**src/rtl/sdu_pkg.sv**
```systemverilog
package sdu_pkg;
    localparam int OVS     = 16;
    localparam int TCNT_W  = $clog2(OVS);
    localparam int DATA_W  = 8;
    localparam int IDX_W   = $clog2(DATA_W);
    localparam int FRAME_W = DATA_W + 4;
    localparam int BCNT_W  = $clog2(FRAME_W + 1);

    typedef struct packed {
        logic eight;
        logic par_en;
        logic par_odd;
        logic two_stop;
    } fmt_t;

    typedef enum logic { TX_IDLE, TX_SHIFT } tx_st_e;
    typedef enum logic [1:0] { RX_IDLE, RX_START, RX_BITS } rx_st_e;

    function automatic logic par_bit(logic [DATA_W-1:0] d, logic eight, logic odd);
        logic p;
        p = ^(eight ? d : {1'b0, d[DATA_W-2:0]});
        return p ^ odd;
    endfunction

    function automatic logic [BCNT_W-1:0] n_data(logic eight);
        return eight ? BCNT_W'(DATA_W) : BCNT_W'(DATA_W - 1);
    endfunction

    function automatic logic [FRAME_W-1:0] build_frame(logic [DATA_W-1:0] d, fmt_t f);
        logic [FRAME_W-1:0] fr;
        int unsigned n;
        n = f.eight ? DATA_W : DATA_W - 1;
        fr = '1;
        fr[0] = 1'b0;
        for (int i = 0; i < DATA_W; i++)
            if (i < int'(n)) fr[i+1] = d[i];
        if (f.par_en) fr[n+1] = par_bit(d, f.eight, f.par_odd);
        return fr;
    endfunction

    function automatic logic [BCNT_W-1:0] frame_len(fmt_t f);
        return BCNT_W'(2) + n_data(f.eight) + BCNT_W'(f.par_en) + BCNT_W'(f.two_stop);
    endfunction
endpackage

```
**src/rtl/sdu_tick_gen.sv**
```systemverilog
module sdu_tick_gen #(
    parameter int DIV_W = 8
) (
    input  logic             clk,
    input  logic             rst_n,
    input  logic [DIV_W-1:0] cfg_div,
    input  logic             cfg_ext_clk,
    input  logic             sclk_in,
    output logic             tick
);
    typedef struct packed {
        logic [DIV_W-1:0] cnt;
        logic [2:0]       sync;
        logic             tick;
    } tg_t;

    tg_t q, d;

    always_comb begin
        d = q;
        d.sync = {q.sync[1:0], sclk_in};
        if (q.cnt == cfg_div) begin
            d.cnt = '0;
            d.tick = !cfg_ext_clk;
        end else begin
            d.cnt = q.cnt + 1'b1;
            d.tick = 1'b0;
        end
        if (cfg_ext_clk) d.tick = q.sync[1] & ~q.sync[2];
    end

    always_ff @(posedge clk or negedge rst_n) begin
        if (!rst_n) q <= '0;
        else        q <= d;
    end

    assign tick = q.tick;

    // an external edge gives a single-cycle tick
    assert_ext_tick_pulse_R11: assert property (@(posedge clk) disable iff (!rst_n)
        (cfg_ext_clk && $past(cfg_ext_clk) && q.tick) |=> !q.tick);
endmodule

```
**src/rtl/sdu_tx.sv**
```systemverilog
module sdu_tx
    import sdu_pkg::*;
(
    input  logic              clk,
    input  logic              rst_n,
    input  logic              tick,
    input  fmt_t              cfg,
    input  logic              tx_wr,
    input  logic [DATA_W-1:0] tx_data,
    output logic              tx_empty,
    output logic              tx_end,
    output logic              txd,
    output logic              bit_clk
);
    typedef struct packed {
        tx_st_e              st;
        logic [DATA_W-1:0]   hold;
        logic                hold_vld;
        logic [FRAME_W-1:0]  sh;
        logic [BCNT_W-1:0]   left;
        logic [TCNT_W-1:0]   tcnt;
        logic                end_f;
    } tx_s_t;

    tx_s_t q, d;
    logic  load;

    always_comb begin
        d = q;
        load = 1'b0;
        case (q.st)
            TX_IDLE: load = q.hold_vld;
            TX_SHIFT: begin
                if (tick) begin
                    if (q.tcnt == TCNT_W'(OVS - 1)) begin
                        d.tcnt = '0;
                        if (q.left == '0) begin
                            if (q.hold_vld) begin
                                load = 1'b1;
                            end else begin
                                d.st = TX_IDLE;
                                d.end_f = 1'b1;
                            end
                        end else begin
                            d.sh = {1'b1, q.sh[FRAME_W-1:1]};
                            d.left = q.left - 1'b1;
                        end
                    end else begin
                        d.tcnt = q.tcnt + 1'b1;
                    end
                end
            end
            default: d.st = TX_IDLE;
        endcase
        if (load) begin
            d.st = TX_SHIFT;
            d.sh = build_frame(q.hold, cfg);
            d.left = frame_len(cfg) - 1'b1;
            d.tcnt = '0;
            d.hold_vld = 1'b0;
        end
        if (tx_wr && !q.hold_vld) begin
            d.hold = tx_data;
            d.hold_vld = 1'b1;
            d.end_f = 1'b0;
        end
    end

    always_ff @(posedge clk or negedge rst_n) begin
        if (!rst_n) begin
            q <= '0;
            q.sh <= '1;
            q.end_f <= 1'b1;
        end else begin
            q <= d;
        end
    end

    assign txd      = q.sh[0];
    assign tx_empty = !q.hold_vld;
    assign tx_end   = q.end_f;
    assign bit_clk  = (q.st == TX_IDLE) ? 1'b1 : q.tcnt[TCNT_W-1];

    assert_idle_line_high_R1: assert property (@(posedge clk) disable iff (!rst_n)
        (q.st == TX_IDLE) |-> txd);

    assert_empty_on_move_R4: assert property (@(posedge clk) disable iff (!rst_n)
        (q.st == TX_IDLE && q.hold_vld) |=> (!q.hold_vld && q.st == TX_SHIFT && !txd));

    assert_end_implies_empty_R4: assert property (@(posedge clk) disable iff (!rst_n)
        q.end_f |-> !q.hold_vld);
endmodule

```
**src/rtl/sdu_rx.sv**
```systemverilog
module sdu_rx
    import sdu_pkg::*;
(
    input  logic              clk,
    input  logic              rst_n,
    input  logic              tick,
    input  logic              cfg_eight,
    input  logic              cfg_par_en,
    input  logic              cfg_par_odd,
    input  logic              rxd,
    input  logic              rx_rd,
    output logic [DATA_W-1:0] rx_data,
    output logic              rx_full,
    output logic              rx_ferr,
    output logic              rx_perr,
    output logic              rx_ovr
);
    typedef struct packed {
        logic [1:0]          sync;
        logic                prev;
        rx_st_e              st;
        logic [TCNT_W-1:0]   tcnt;
        logic [BCNT_W-1:0]   idx;
        logic [DATA_W-1:0]   sh;
        logic                par;
        logic [DATA_W-1:0]   data;
        logic                full;
        logic                ferr;
        logic                perr;
        logic                ovr;
    } rx_s_t;

    rx_s_t             q, d;
    logic              rxs;
    logic              full_eff;
    logic [BCNT_W-1:0] nd;

    assign rxs = q.sync[1];
    assign nd  = n_data(cfg_eight);

    always_comb begin
        d = q;
        d.sync = {q.sync[0], rxd};
        full_eff = q.full & ~rx_rd;
        if (rx_rd) begin
            d.full = 1'b0;
            d.ferr = 1'b0;
            d.perr = 1'b0;
            d.ovr  = 1'b0;
        end
        if (tick) begin
            d.prev = rxs;
            case (q.st)
                RX_IDLE: begin
                    if (q.prev && !rxs) begin
                        d.st = RX_START;
                        d.tcnt = '0;
                        d.idx = '0;
                        d.sh = '0;
                    end
                end
                RX_START: begin
                    if (q.tcnt == TCNT_W'(OVS/2 - 1)) begin
                        d.tcnt = '0;
                        d.st = rxs ? RX_IDLE : RX_BITS;
                    end else begin
                        d.tcnt = q.tcnt + 1'b1;
                    end
                end
                RX_BITS: begin
                    if (q.tcnt == TCNT_W'(OVS - 1)) begin
                        d.tcnt = '0;
                        d.idx = q.idx + 1'b1;
                        if (q.idx < nd) begin
                            d.sh[q.idx[IDX_W-1:0]] = rxs;
                        end else if (q.idx == nd && cfg_par_en) begin
                            d.par = rxs;
                        end else begin
                            d.st = RX_IDLE;
                            if (full_eff) begin
                                d.ovr = 1'b1;
                            end else begin
                                d.data = q.sh;
                                d.full = 1'b1;
                                d.ferr = !rxs;
                                d.perr = cfg_par_en &&
                                         (q.par != par_bit(q.sh, cfg_eight, cfg_par_odd));
                            end
                        end
                    end else begin
                        d.tcnt = q.tcnt + 1'b1;
                    end
                end
                default: d.st = RX_IDLE;
            endcase
        end
    end

    always_ff @(posedge clk or negedge rst_n) begin
        if (!rst_n) begin
            q <= '0;
            q.sync <= '1;
            q.prev <= 1'b1;
        end else begin
            q <= d;
        end
    end

    assign rx_data = q.data;
    assign rx_full = q.full;
    assign rx_ferr = q.ferr;
    assign rx_perr = q.perr;
    assign rx_ovr  = q.ovr;

    assert_keep_unread_R6: assert property (@(posedge clk) disable iff (!rst_n)
        (q.full && !rx_rd) |=> $stable(q.data));

    assert_ovr_with_char_R6: assert property (@(posedge clk) disable iff (!rst_n)
        q.ovr |-> q.full);

    assert_ferr_with_char_R7: assert property (@(posedge clk) disable iff (!rst_n)
        q.ferr |-> q.full);

    assert_perr_with_char_R8: assert property (@(posedge clk) disable iff (!rst_n)
        q.perr |-> q.full);

    assert_glitch_drop_R9: assert property (@(posedge clk) disable iff (!rst_n)
        (q.st == RX_START && tick && q.tcnt == TCNT_W'(OVS/2 - 1) && rxs) |=> (q.st == RX_IDLE));
endmodule

```
**src/rtl/async_serial_xcvr.sv**
```systemverilog
module async_serial_xcvr
    import sdu_pkg::*;
#(
    parameter int DIV_W = 8
) (
    input  logic             clk,
    input  logic             rst_n,
    input  logic [DIV_W-1:0] cfg_div,
    input  logic             cfg_ext_clk,
    input  logic             cfg_clk_out_en,
    input  logic             cfg_eight,
    input  logic             cfg_par_en,
    input  logic             cfg_par_odd,
    input  logic             cfg_two_stop,
    input  logic             sclk_in,
    output logic             sclk_out,
    output logic             sclk_oe,
    input  logic             tx_wr,
    input  logic [7:0]       tx_data,
    output logic             tx_empty,
    output logic             tx_end,
    output logic             txd,
    input  logic             rxd,
    input  logic             rx_rd,
    output logic [7:0]       rx_data,
    output logic             rx_full,
    output logic             rx_ferr,
    output logic             rx_perr,
    output logic             rx_ovr
);
    logic tick;
    fmt_t fmt;

    assign fmt = '{eight: cfg_eight, par_en: cfg_par_en,
                   par_odd: cfg_par_odd, two_stop: cfg_two_stop};

    sdu_tick_gen #(.DIV_W(DIV_W)) tick_i (
        .clk(clk), .rst_n(rst_n), .cfg_div(cfg_div), .cfg_ext_clk(cfg_ext_clk),
        .sclk_in(sclk_in), .tick(tick)
    );

    sdu_tx tx_i (
        .clk(clk), .rst_n(rst_n), .tick(tick), .cfg(fmt),
        .tx_wr(tx_wr), .tx_data(tx_data), .tx_empty(tx_empty), .tx_end(tx_end),
        .txd(txd), .bit_clk(sclk_out)
    );

    sdu_rx rx_i (
        .clk(clk), .rst_n(rst_n), .tick(tick), .cfg_eight(cfg_eight),
        .cfg_par_en(cfg_par_en), .cfg_par_odd(cfg_par_odd), .rxd(rxd),
        .rx_rd(rx_rd), .rx_data(rx_data), .rx_full(rx_full), .rx_ferr(rx_ferr),
        .rx_perr(rx_perr), .rx_ovr(rx_ovr)
    );

    assign sclk_oe = cfg_clk_out_en & ~cfg_ext_clk;
endmodule

```
**config.mk**
```make
export PLATFORM = sky130hd
export DESIGN_NAME = async_serial_xcvr
export DESIGN_NICKNAME = d
export VERILOG_FILES = /design/src/rtl/sdu_pkg.sv /design/src/rtl/sdu_tick_gen.sv /design/src/rtl/sdu_tx.sv /design/src/rtl/sdu_rx.sv /design/src/rtl/async_serial_xcvr.sv
export SDC_FILE = /design/constraint.sdc
export NUM_CORES = 1
export LEC_CHECK = 0
export BUFFER_PORTS_ARGS = -buffer_cell sky130_fd_sc_hd__buf_4
export CAP_MARGIN = 20
export CORE_AREA = 8 8 124 92
export CTS_BUF_LIST = sky130_fd_sc_hd__clkbuf_4 sky130_fd_sc_hd__clkbuf_8
export CTS_CLUSTER_DIAMETER = 80
export CTS_CLUSTER_SIZE = 14
export DETAILED_ROUTE_END_ITERATION = 10
export DIE_AREA = 0 0 132 100
export PLACE_DENSITY = 0.7
export SYNTH_ARGS = -nofsm -noshare
export SYNTH_HDL_FRONTEND = slang
export SYNTH_HIERARCHICAL = 1
export SYNTH_SLANG_ARGS = --single-unit
```
**constraint.sdc**
```tcl
create_clock -name clk -period 2.3 [get_ports clk]
set_input_delay 0.345 -clock clk [delete_from_list [all_inputs] [get_ports clk]]
set_output_delay 0.345 -clock clk [all_outputs]
set_load 0.02 [all_outputs]
```
==> metrics.log, run 1 <==
[metrics] peak ir drop on the vdd network: 0.396 mV
[metrics] hpwl dp: 6.55 mm
[metrics] highest clock rate: between 0.4 and 0.5 GHz
[metrics] number of slew-limit violations in the final report: 0
[metrics] global-route wire length before repair: around 15 mm
[metrics] Post-synth EDFFs: 0
[metrics] total power per unit cell area: 864 mW/mm^2
[metrics] max-slew headroom at the worst pin: 0.612
[metrics] final cycle utilization of the critical path: 0.903
[metrics] Synth warnings: 6
[metrics] PnR worst setup slack: between 0.2 and 0.25 ns
[metrics] CP startpoint: tx_i/q[5]$_DFFE_PN0P_
[metrics] actual transition at the worst max-transition pin: about 0.58 ns
[metrics] vias per cell: ~5.4
[metrics] number of fill cells in the layout: 864
[metrics] number of search-and-repair iterations in the first detailed-routing pass: 7
[metrics] root buffer selected by CTS: clkbuf_8
[metrics] Port Buffers: 44
[metrics] minimum period implied by the final worst setup slack: 2.08 ns
[metrics] number of nets with antenna violations after detailed routing: 0
[metrics] hold crit path type: in -> reg
[metrics] starting utilization of the core area: 0.439
[metrics] average detailed-routed wire length per instance: between 15 and 20 um
[metrics] Setup-failing EPs final: 0
[metrics] Crit Path Class: reg -> reg
[metrics] Synth cell types: slightly below 60
[metrics] synth-to-layout area growth: 15.2%
[metrics] vias post-DR: roughly 3100
[metrics] clock edge transition at the registers on the reported setup and hold paths: 0.08 ns
[metrics] number of buffers added by the clock tree synthesis step: 9
[metrics] Mapped Cells: approximately 400
[metrics] required arrival time at the worst endpoint: 2.59 ns
[metrics] number of placed I/O pins: between 40 and 50
[metrics] final wirelength: roughly 8.9 mm
[metrics] Std-Cell Rows: 30
[metrics] combined global-route utilization of all metal layers: 0.140
[metrics] startpoint type of the worst setup path: flop
[metrics] compound-cell area share of the yosys netlist: 0.155
[metrics] CTS tree: yes
[metrics] Clock Tree Buf Depth: 2
[metrics] horizontal die dimension: approximately 130 um
[metrics] register bit total from synthesis: 75
[metrics] arrival time of data at the critical path endpoint: 2.36 ns
[metrics] maximum number of pins on one net before global-route repair: 46
[metrics] Num Clock Sinks: 75
[metrics] Remaining DRCs: 0
[metrics] post-synth design cell area: just over 0.004 sq mm
[metrics] Synth Area in Simple Gates: 0.152
[metrics] number of global-route vias before repair: 3068
[metrics] final RePlAce weighted congestion: about 0.84
[metrics] Core Area: approximately 0.0094 sq mm
[metrics] worst setup slack after placement: 0.0850 ns
[metrics] aggregate negative setup slack: 0 ns
[metrics] most used cells in the layout excluding fill and tap cells: dfrtp_1, buf_4, nand2_1, a21oi_1, o21ai_0
[metrics] WHS: around 0.10 ns
[metrics] max-cap violations: 0
[metrics] PnR Total Power: 0.00411 W
[metrics] die area: about 0.013 sq mm
[metrics] post-synthesis xor/xnor area fraction: 0.0654
[metrics] Critical Path Sink Type: flop
[metrics] leakage power: around 2.2 nW
[metrics] most common cell after layout, fill and taps aside: dfrtp_1
[metrics] multiplexer area fraction after synthesis: 0.0645
[metrics] share of the yosys chip area belonging to registers: 0.458
[metrics] mean post-synth cell area: between 10 and 15 sq um
[metrics] # nets final: a little under 500
[metrics] final hold viol count: 0
[metrics] startpoint of the worst hold path: rxd
[metrics] prevailing post-synth register cell: dfrtp_1
[metrics] nets in the synthesized netlist: 446
[metrics] main combinational cell family by area after synthesis: compound AO/OA/AOI/OAI gates
[metrics] Worst-Skew Late Latency: 0.36 ns
[metrics] run status: finished clean
[metrics] number of diodes: 0
[metrics] Congestion Overflow GR: 0
[metrics] die height: 100 um
[metrics] initial antenna violation count: 0
[metrics] layout cell share with drive strength beyond 1: 0.256
[metrics] share of synthesized registers carrying an async set or reset: 1.00
[metrics] post-synthesis share of cell area spent on full adders, half adders and majority gates: 0.0533
[metrics] H-tree level count: 3
[metrics] largest fanout on the critical path: 11
[metrics] DRC marker count from the first detailed-route iteration: 191
[metrics] Reg2Reg Launch Point: tx_i/q[5]$_DFFE_PN0P_
[metrics] internal reg-to-reg setup slack: 0.22 ns
[metrics] Worst Reg2Reg Path Length in Cells: 7
[metrics] number of cells on the worst hold path: 1
[metrics] Fin Clk Skew: between 0.015 and 0.02 ns
[metrics] unrepaired setup endpoints after global routing: no
path summary, 6_finish.rpt:
path | endpoint
min | rx_i/d[33]$_DFF_PN1_
max in group asynchronous | rx_i/q[33]$_DFF_PN1_
max reg2reg | tx_i/q[18]$_DFFE_PN1P_
max | tx_i/q[18]$_DFFE_PN1P_
min reg2reg | rx_i/q[33]$_DFF_PN1_
min in group asynchronous | tx_i/q[22]$_DFFE_PN0P_
state kept, by name (all words and copies together) (netlist names):
signal / flops
tx_i/tx_end: 1
rx_i/rx_ovr: 1
tx_i/txd: 1
tx_i/q: 27
rx_i/q: 21
tick_i/q: 9
rx_i/rx_full: 1
rx_i/rx_ferr: 1
tick_i/tick: 1
rx_i/rx_perr: 1
tick_i/d: 2
rx_i/d: 1
rx_i/rx_data: 8
final cells by class:
class                      instances  area [sq um]  share of cell area
clock inverter                     5          37.5             0.00788
tap                              128           160              0.0336
clock buffer                      11           151              0.0318
timing repair buffer              54           420              0.0883
multi-input combinational        287          2030               0.426
sequential                        75          1890               0.398
inverter                          18          67.6              0.0142
power by group:
part	internal, W	switching (W)	leakage (nW)
combinational	0.000596	0.000700	1.17
sequential	0.00157	0.000295	0.917
clock	0.000452	0.000498	0.0915
Yosys cell counts (3+ instances only):
library cell | instances | area, sq um
xnor2_1 | 17 | 149
or3_1 | 3 | 18.8
a22oi_1 | 4 | 30.0
nand2b_1 | 8 | 50.1
o21ai_0 | 23 | 115
nand2_1 | 48 | 180
dfstp_2 | 14 | 368
o21ai_1 | 8 | 40.0
o31ai_1 | 5 | 37.5
nor2b_1 | 3 | 18.8
a21oi_1 | 23 | 115
a31oi_1 | 14 | 87.6
and3_1 | 3 | 18.8
a21o_1 | 5 | 37.5
nand3_1 | 11 | 55.1
nand4_1 | 5 | 31.3
dfrtp_1 | 61 | 1530
nor2_1 | 20 | 75.1
buf_4 | 11 | 82.6
ha_1 | 16 | 200
xor2_1 | 12 | 105
mux2_2 | 12 | 135
nor3_1 | 3 | 15.0
inv_1 | 17 | 63.8
mux2i_1 | 3 | 30.0
buf_6 | 3 | 33.8
o211ai_1 | 3 | 22.5
mux2_4 | 6 | 90.1
clkbuf_1 | 5 | 18.8
per-layer routing:
layer,track usage,routed length [um],vias up
li1,-,-,1494
met2,0.215,4020,85
met3,0.0464,511,9
met4,0.0475,85,0
met5,0,0,-
met1,0.181,4310,1532
worst max-delay path, cell delays in order (launching register included):
cell and delay (ns):
dfrtp_1 0.42, inv_1 0.10, ha_1 0.21, or3b_4 0.43, o21ai_1 0.25, nand2_2 0.22
nor3_1 0.29, a21oi_1 0.10
through the flow:
stage / area [sq um] / instances / utilization
finish: 4760 / 578 / 0.505
global route: 4760 / 578 / 0.505
CTS: 4750 / 577 / 0.504
detailed placement: 4550 / 560 / 0.483
global placement: 4550 / 560 / 0.483
floorplan: 4130 / 401 / -
repair_timing:
action,CTS,global route
endpoints found under the hold margin,34,0
hold buffers,1,0
endpoints found under the setup margin,0,1
gates resized for setup,0,1
setup buffers,0,0
logic make-up after synthesis:
kind of cell,after synthesis
AOI/OAI and AO/OA,100
xor gates and xnor gates,30
muxes,22
DFF,75
adders and majority gates,17
buffers and inverters,39
and+or+nand+nor,118
Note: power is estimated with default switching activity, not from simulation.
==> run 2, diff against run 1 <==
--- a/config.mk
+++ b/config.mk
@@ -8,11 +8,11 @@
 export BUFFER_PORTS_ARGS = -buffer_cell sky130_fd_sc_hd__buf_4
 export CAP_MARGIN = 20
 export CORE_AREA = 8 8 124 92
-export CTS_BUF_LIST = sky130_fd_sc_hd__clkbuf_4 sky130_fd_sc_hd__clkbuf_8
 export CTS_CLUSTER_DIAMETER = 80
 export CTS_CLUSTER_SIZE = 14
 export DETAILED_ROUTE_END_ITERATION = 10
 export DIE_AREA = 0 0 132 100
+export GPL_ROUTABILITY_DRIVEN = 0
 export PLACE_DENSITY = 0.7
 export SYNTH_ARGS = -nofsm -noshare
 export SYNTH_HDL_FRONTEND = slang
==> run 2 against run 1 <==
Wire length fell by 0.58%. Global-route usage rose by 0.26 points. Sequential power barely moved. Sequential share of layout area fell by 0.75 points. Count of clock-buffer cells in the layout did not move. Clock skew fell by 0.0059 ns. Clock power rose by 41%. Core utilization rose by 0.97 points. Combinational power barely moved. Die area did not move. Register-to-register slack improved by 0.02 ns. Worst hold slack got worse by 0.10 ns. Critical path type unchanged. Critical endpoint unchanged. Largest cell class unchanged.
==> metrics.log, run 2 (synthesized netlist as in run 1, its figures left out) <==
[metrics] run status: finished clean (unchanged)
[metrics] number of buffers added by the clock tree synthesis step: 9 (unchanged)
[metrics] number of diodes: 0 (unchanged)
[metrics] Std-Cell Rows: 30 (unchanged)
[metrics] layout cell share with drive strength beyond 1: 0.256 (about the same)
[metrics] Met3 Routed Length: 546 um (was 511 um)
[metrics] vias per cell: 5.38 (was 5.40)
[metrics] Worst-Skew Late Latency: 0.34 ns (was 0.36 ns)
[metrics] clock edge transition at the registers on the reported setup and hold paths: 0.06 ns (was 0.08 ns)
[metrics] synth-to-layout area growth: 17.4% (was 15.2%)
[metrics] average detailed-routed wire length per instance: 15.4 um (about the same)
[metrics] starting utilization of the core area: 0.439 (unchanged)
[metrics] hold crit path type: in -> async (was in -> reg)
[metrics] final wirelength: 8.87 mm (was 8.92 mm)
[metrics] number of slew-limit violations in the final report: 0 (unchanged)
[metrics] wl on met1: 4.28 mm (was 4.31 mm)
[metrics] post-placement cell area: 0.00455 sq mm (unchanged)
[metrics] leakage power: 2.22 nW (was 2.18 nW)
[metrics] initial antenna violation count: 0 (unchanged)
[metrics] final cycle utilization of the critical path: 0.895 (was 0.903)
[metrics] max-cap violations: 0 (unchanged)
[metrics] arrival time of data at the critical path endpoint: 2.32 ns (was 2.36 ns)
[metrics] Port Buffers: 44 (unchanged)
[metrics] Core Area: 0.00942 sq mm (unchanged)
[metrics] largest reg by FF count: tx_i/q (unchanged)
[metrics] most used cells in the layout excluding fill and tap cells: dfrtp_1, buf_4, nand2_1, a21oi_1, o21ai_0 (unchanged)
[metrics] largest fanout on the critical path: 11 (unchanged)
[metrics] global-route wire length before repair: 15.2 mm (was 15.1 mm)
[metrics] number of search-and-repair iterations in the first detailed-routing pass: 4 (was 7)
[metrics] Critical Path Sink Type: flop (unchanged)
[metrics] Critical-path top delay cell: or3b_4 (unchanged)
[metrics] Setup-failing EPs final: 0 (unchanged)
[metrics] unrepaired setup endpoints after global routing: no (unchanged)
[metrics] DRC marker count from the first detailed-route iteration: 219 (was 191)
[metrics] number of global-route vias before repair: 3057 (was 3068)
[metrics] cell-by-cell listing of the critical path: inv_1 > ha_1 > or3b_4 > o21ai_1 > nand2_2 > nor3_1 > a21oi_1 (unchanged)
[metrics] actual transition at the worst max-transition pin: 0.574 ns (was 0.583 ns)
[metrics] final design instance area without fill: 0.00485 sq mm (was 0.00476 sq mm)
[metrics] root buffer selected by CTS: clkbuf_16 (was clkbuf_8)
[metrics] hpwl dp: 6.55 mm (unchanged)
[metrics] aggregate negative setup slack: 0 ns (unchanged)
[metrics] Met2 Routed Length: 3.92 mm (was 4.02 mm)
[metrics] combined global-route utilization of all metal layers: 0.142 (was 0.140)
[metrics] Fin Clk Skew: 0.00999 ns (was 0.0159 ns)
[metrics] die height: 100 um (unchanged)
[metrics] Congestion Overflow GR: 0 (unchanged)
[metrics] longest individual stage delay on the worst path: 0.42 ns (was 0.43 ns)
[metrics] flip-flop count of the largest register, all copies and words added: 27 (unchanged)
[metrics] maximum number of pins on one net before global-route repair: 46 (unchanged)
[metrics] max-slew headroom at the worst pin: 0.617 (was 0.612)
[metrics] Bufs and invs on worst path: 1 (unchanged)
[metrics] vias post-DR: 3107 (was 3120)
[metrics] CP startpoint: tx_i/q[5]$_DFFE_PN0P_ (unchanged)
[metrics] die area: 0.0132 sq mm (unchanged)
[metrics] startpoint type of the worst setup path: flop (unchanged)
[metrics] count of placed standard cells in the final layout, fillers left out: 577 (was 578)
[metrics] peak ir drop on the vdd network: 0.471 mV (was 0.396 mV)
[metrics] H-tree level count: 3 (unchanged)
[metrics] number of placed I/O pins: 45 (unchanged)
[metrics] top layer reached by signal wires: met4 (unchanged)
[metrics] placed cell count: 560 (unchanged)
[metrics] Remaining DRCs: 0 (unchanged)
[metrics] number of nets with antenna violations after detailed routing: 0 (unchanged)
[metrics] required arrival time at the worst endpoint: 2.57 ns (was 2.59 ns)
[metrics] total power per unit cell area: 928 mW/mm^2 (was 864 mW/mm^2)
[metrics] Crit Path Class: reg -> reg (unchanged)
[metrics] Clock Tree Buf Depth: 2 (unchanged)
[metrics] Reg2Reg Launch Point: tx_i/q[5]$_DFFE_PN0P_ (unchanged)
[metrics] delay-heaviest family, CP: simple AND/OR/NAND/NOR gates (unchanged)
[metrics] Regs by FF count: tx_i/q: 27 flops, rx_i/q: 21 flops, tick_i/q: 9 flops (unchanged)
[metrics] CTS tree: yes (unchanged)
[metrics] # nets final: 489 (was 490)
[metrics] highest clock rate: 0.486 GHz (was 0.482 GHz)
[metrics] most common cell after layout, fill and taps aside: dfrtp_1 (unchanged)
[metrics] horizontal die dimension: 132 um (unchanged)
[metrics] Num Clock Sinks: 75 (unchanged)
[metrics] minimum period implied by the final worst setup slack: 2.06 ns (was 2.08 ns)
[metrics] final hold viol count: 0 (unchanged)
-- run 2: cell types whose count changed in the layout (fill, tap and decap cells not counted) --
cell           previous run  this run
clkbuf_16                 0         9
clkbuf_8                 11         2
dlygate4sd3_1             1         0
-- run 2: stage by stage --
step	setup WS (ns)	power, W	utilization	hold WS, ns
global route	0.0331	0.00480	0.515	0.0457
floorplan	0.365	0.00284	-	0.0494
CTS	0.0596	0.00454	0.514	0.0172
global placement	0.190	0.00311	0.483	0.337
finish	0.242	0.00450	0.515	0.00182
detailed placement	0.0850	0.00317	0.483	0.348
-- run 2: layout make-up --
class                      instances  area, sq um
multi-input combinational        287         2030
clock inverter                     5         37.5
tap                              128          160
clock buffer                      11          253
sequential                        75         1890
inverter                          18         67.6
fill                             856         4570
timing repair buffer              53          410
-- run 2: worst paths after layout --
check	to	depth (start not counted)	slack, ns
max	tx_i/q[18]$_DFFE_PN1P_	7	0.24
min in group clk	rx_i/d[33]$_DFF_PN1_	1	0.11
min	tx_i/q[22]$_DFFE_PN0P_	1	0.002
max in group asynchronous	rx_i/q[33]$_DFF_PN1_	2	1.66
min reg2reg	rx_i/q[33]$_DFF_PN1_	0	0.36
max reg2reg	tx_i/q[18]$_DFFE_PN1P_	7	0.24
-- run 2: power by group --
| part | internal (W) | switching [W] |
|---|---|---|
| registers | 0.00157 | 0.000294 |
| logic | 0.000594 | 0.000695 |
| clock network | 0.000790 | 0.000554 |
| total | 0.00296 | 0.00154 |
-- run 2: worst register-to-register path, stage by stage (launching register included) --
cell     delay, ns
dfrtp_1       0.41
inv_1         0.09
ha_1          0.20
or3b_4        0.42
o21ai_1       0.25
nand2_2       0.22
nor3_1        0.29
a21oi_1       0.10
-- run 2: routing by layer --
layer / track usage / vias to the layer above
met3: 0.0589 / 12
met2: 0.214 / 77
li1: - / 1493
met1: 0.183 / 1525
met5: 0 / -
met4: 0.0440 / 0
-- run 2: repair_timing --
action	4_1_cts	5_1_grt
endpoints found under the setup margin	0	1
resized for setup	0	1
hold buffers	0	0
setup buffers	0	0
==> run 3, diff against run 2 <==
--- a/config.mk
+++ b/config.mk
@@ -7,13 +7,15 @@
 export LEC_CHECK = 0
 export BUFFER_PORTS_ARGS = -buffer_cell sky130_fd_sc_hd__buf_4
 export CAP_MARGIN = 20
+export CELL_PAD_IN_SITES_DETAIL_PLACEMENT = 1
+export CELL_PAD_IN_SITES_GLOBAL_PLACEMENT = 1
 export CORE_AREA = 8 8 124 92
 export CTS_CLUSTER_DIAMETER = 80
 export CTS_CLUSTER_SIZE = 14
 export DETAILED_ROUTE_END_ITERATION = 10
 export DIE_AREA = 0 0 132 100
 export GPL_ROUTABILITY_DRIVEN = 0
-export PLACE_DENSITY = 0.7
+export PLACE_DENSITY = 0.83
 export SYNTH_ARGS = -nofsm -noshare
 export SYNTH_HDL_FRONTEND = slang
 export SYNTH_HIERARCHICAL = 1
==> run 3 against run 2 <==
Power grew 5.9%. Combinational power up 5%. Count of clock-buffer cells in the layout shrank 2. Worst setup slack worse by 0.088 ns.
==> metrics.log, run 3 (synthesized netlist as in run 1, its figures left out) <==
[metrics] required arrival time at the worst endpoint: 2.51 ns (was 2.57 ns)
[metrics] hold crit path type: in -> reg (was in -> async)
[metrics] Std-Cell Rows: 30 (unchanged)
[metrics] CP startpoint: rx_i/q[29]$_DFFE_PN0P_ (was tx_i/q[5]$_DFFE_PN0P_)
[metrics] internal reg-to-reg setup slack: 0.15 ns (was 0.24 ns)
[metrics] Worst Reg2Reg Path Length in Cells: 9 (was 7)
[metrics] Setup-failing EPs final: 0 (unchanged)
[metrics] total power per unit cell area: 969 mW/mm^2 (was 928 mW/mm^2)
[metrics] Worst-Skew Late Latency: 0.34 ns (about the same)
[metrics] combined global-route utilization of all metal layers: 0.170 (was 0.142)
[metrics] root buffer selected by CTS: clkbuf_16 (unchanged)
[metrics] peak ir drop on the vdd network: 0.420 mV (was 0.471 mV)
[metrics] final wirelength: 10.7 mm (was 8.87 mm)
[metrics] max-slew headroom at the worst pin: 0.551 (was 0.617)
[metrics] Num Clock Sinks: 75 (unchanged)
[metrics] Fin Clk Skew: 0.00643 ns (was 0.00999 ns)
[metrics] actual transition at the worst max-transition pin: 0.673 ns (was 0.574 ns)
[metrics] number of diodes: 0 (unchanged)
[metrics] arrival time of data at the critical path endpoint: 2.36 ns (was 2.32 ns)
[metrics] Congestion Overflow GR: 0 (unchanged)
[metrics] maximum number of pins on one net before global-route repair: 40 (was 46)
[metrics] # nets final: 493 (was 489)
[metrics] initial antenna violation count: 0 (unchanged)
[metrics] die area: 0.0132 sq mm (unchanged)
[metrics] max-cap violations: 0 (unchanged)
[metrics] leakage power: 2.26 nW (was 2.22 nW)
[metrics] H-tree level count: 3 (unchanged)
[metrics] Critical-path top delay cell: dfrtp_1 (was or3b_4)
[metrics] Remaining DRCs: 0 (unchanged)
[metrics] synth-to-layout area growth: 19.0% (was 17.4%)
[metrics] hpwl dp: 7.74 mm (was 6.55 mm)
[metrics] highest clock rate: 0.466 GHz (was 0.486 GHz)
[metrics] starting utilization of the core area: 0.439 (unchanged)
[metrics] run status: finished clean (unchanged)
[metrics] clock edge transition at the registers on the reported setup and hold paths: 0.06 ns (about the same)
[metrics] vias per cell: 5.47 (was 5.38)
[metrics] Reg2Reg Launch Point: rx_i/q[29]$_DFFE_PN0P_ (was tx_i/q[5]$_DFFE_PN0P_)
[metrics] number of buffers added by the clock tree synthesis step: 9 (unchanged)
[metrics] Core Area: 0.00942 sq mm (unchanged)
[metrics] endpoint of the most critical setup path: rx_i/q[14]$_DFFE_PN0P_ (was tx_i/q[18]$_DFFE_PN1P_)
[metrics] most common cell after layout, fill and taps aside: dfrtp_1 (unchanged)
[metrics] vias post-DR: 3178 (was 3107)
[metrics] cell-by-cell listing of the critical path: inv_1 > ha_1 > nand2_1 > nor2_2 > buf_4 > o211ai_1 > a21o_1 > o21ai_0 > o31ai_1 (was inv_1 > ha_1 > or3b_4 > o21ai_1 > nand2_2 > nor3_1 > a21oi_1)
[metrics] die height: 100 um (unchanged)
[metrics] Crit Path Class: reg -> reg (unchanged)
[metrics] horizontal die dimension: 132 um (unchanged)
[metrics] Clock Tree Buf Depth: 2 (unchanged)
[metrics] number of nets with antenna violations after detailed routing: 0 (unchanged)
[metrics] Regs by FF count: tx_i/q: 27 flops, rx_i/q: 21 flops, tick_i/q: 9 flops (unchanged)
[metrics] post-route core utilization: 0.522 (was 0.515)
[metrics] Critical Path Sink Type: flop (unchanged)
[metrics] Reg-to-Reg End: rx_i/q[14]$_DFFE_PN0P_ (was tx_i/q[18]$_DFFE_PN1P_)
[metrics] aggregate negative setup slack: 0 ns (unchanged)
[metrics] largest reg by FF count: tx_i/q (unchanged)
[metrics] number of slew-limit violations in the final report: 0 (unchanged)
[metrics] unrepaired setup endpoints after global routing: no (unchanged)
[metrics] DRC marker count from the first detailed-route iteration: 192 (was 219)
[metrics] number of global-route vias before repair: 3438 (was 3057)
[metrics] CTS tree: yes (unchanged)
[metrics] average detailed-routed wire length per instance: 18.4 um (was 15.4 um)
[metrics] layout cell share with drive strength beyond 1: 0.260 (was 0.256)
[metrics] final hold viol count: 0 (unchanged)
[metrics] most used cells in the layout excluding fill and tap cells: dfrtp_1, buf_4, nand2_1, o21ai_0, a21oi_1 (was dfrtp_1, buf_4, nand2_1, a21oi_1, o21ai_0)
[metrics] startpoint type of the worst setup path: flop (unchanged)
[metrics] largest fanout on the critical path: 10 (was 11)
[metrics] number of placed I/O pins: 45 (unchanged)
[metrics] final cycle utilization of the critical path: 0.933 (was 0.895)
[metrics] global-route wire length before repair: 18.1 mm (was 15.2 mm)
[metrics] minimum period implied by the final worst setup slack: 2.15 ns (was 2.06 ns)
[metrics] number of search-and-repair iterations in the first detailed-routing pass: 4 (unchanged)
[metrics] flip-flop count of the largest register, all copies and words added: 27 (unchanged)
[metrics] Port Buffers: 44 (unchanged)
[metrics] longest individual stage delay on the worst path: 0.40 ns (was 0.42 ns)
-- run 3: cell types whose count changed in the layout (fill, tap and decap cells not counted) --
cell / previous run / this run
buf_4: 52 / 55
bufinv_16: 0 / 2
clkbuf_8: 2 / 0
clkinvlp_4: 2 / 0
inv_6: 0 / 2
a21oi_1: 23 / 22
a21oi_2: 0 / 1
dlygate4sd3_1: 0 / 1
nand2_1: 47 / 48
nand2_2: 1 / 0
-- run 3: area by class of cell --
cell class              count  area [sq um]
fillers                  1083          4500
clock buffers               9           225
clock inverters             7           100
well taps                 128           160
flip-flops and latches     75          1890
multi-input cells         287          2030
repair buffers             57           443
inverters                  18          67.6
-- run 3: worst max-delay path, delay by kind of cell, from the launching register on --
family	cells	cell delay [ns]
buffers and inverters	2	0.28
and+or+nand+nor	2	0.22
DFF	1	0.40
AOI/OAI and AO/OA	4	0.77
adders and majority gates	1	0.34
-- run 3: what timing repair did --
action,in CTS,in global routing
endpoints found under the setup margin,5,0
buffers inserted,0,0
hold buffers,1,0
hold endpoints to repair,31,0
resized for setup,1,0
-- run 3: worst min path at each step --
stage,from,to,slack (ns),cells past startpoint
floorplan,rst_n,rx_i/q[12]$_DFFE_PN0P_,0.05,0
global placement,rst_n,tx_i/q[22]$_DFFE_PN0P_,0.34,1
detailed placement,rst_n,tx_i/q[22]$_DFFE_PN0P_,0.35,1
CTS,sclk_in,tick_i/d[2]$_DFF_PN0_,0.10,1
global route,rxd,rx_i/d[33]$_DFF_PN1_,0.1,1
finish,rxd,rx_i/d[33]$_DFF_PN1_,0.11,1
-- run 3: where the power goes --
group | switching [W] | internal [W]
Combinational | 0.000749 | 0.000602
Clock | 0.000588 | 0.000959
Sequential | 0.000294 | 0.00157
-- run 3: stage by stage --
stage                     area [sq um]  hold slack [ns]  total power (W)  instances  setup slack (ns)
after global routing              4920           0.0978          0.00506        581            0.0735
after detailed placement          4580            0.348          0.00323        564          -0.00391
final                             4920            0.112          0.00477        581             0.154
after floorplan                   4130           0.0494          0.00284        401             0.365
after global placement            4580            0.335          0.00313        564             0.156
after CTS                         4920            0.101          0.00482        581             0.202
-- run 3: routing by layer --
| layer | global-route usage | part of all wire |
|---|---|---|
| met1 | 0.220 | 0.48 |
| met2 | 0.272 | 0.47 |
| met3 | 0.0539 | 0.046 |
| met4 | 0.0396 | 0.0086 |
| met5 | 0 | 0 |
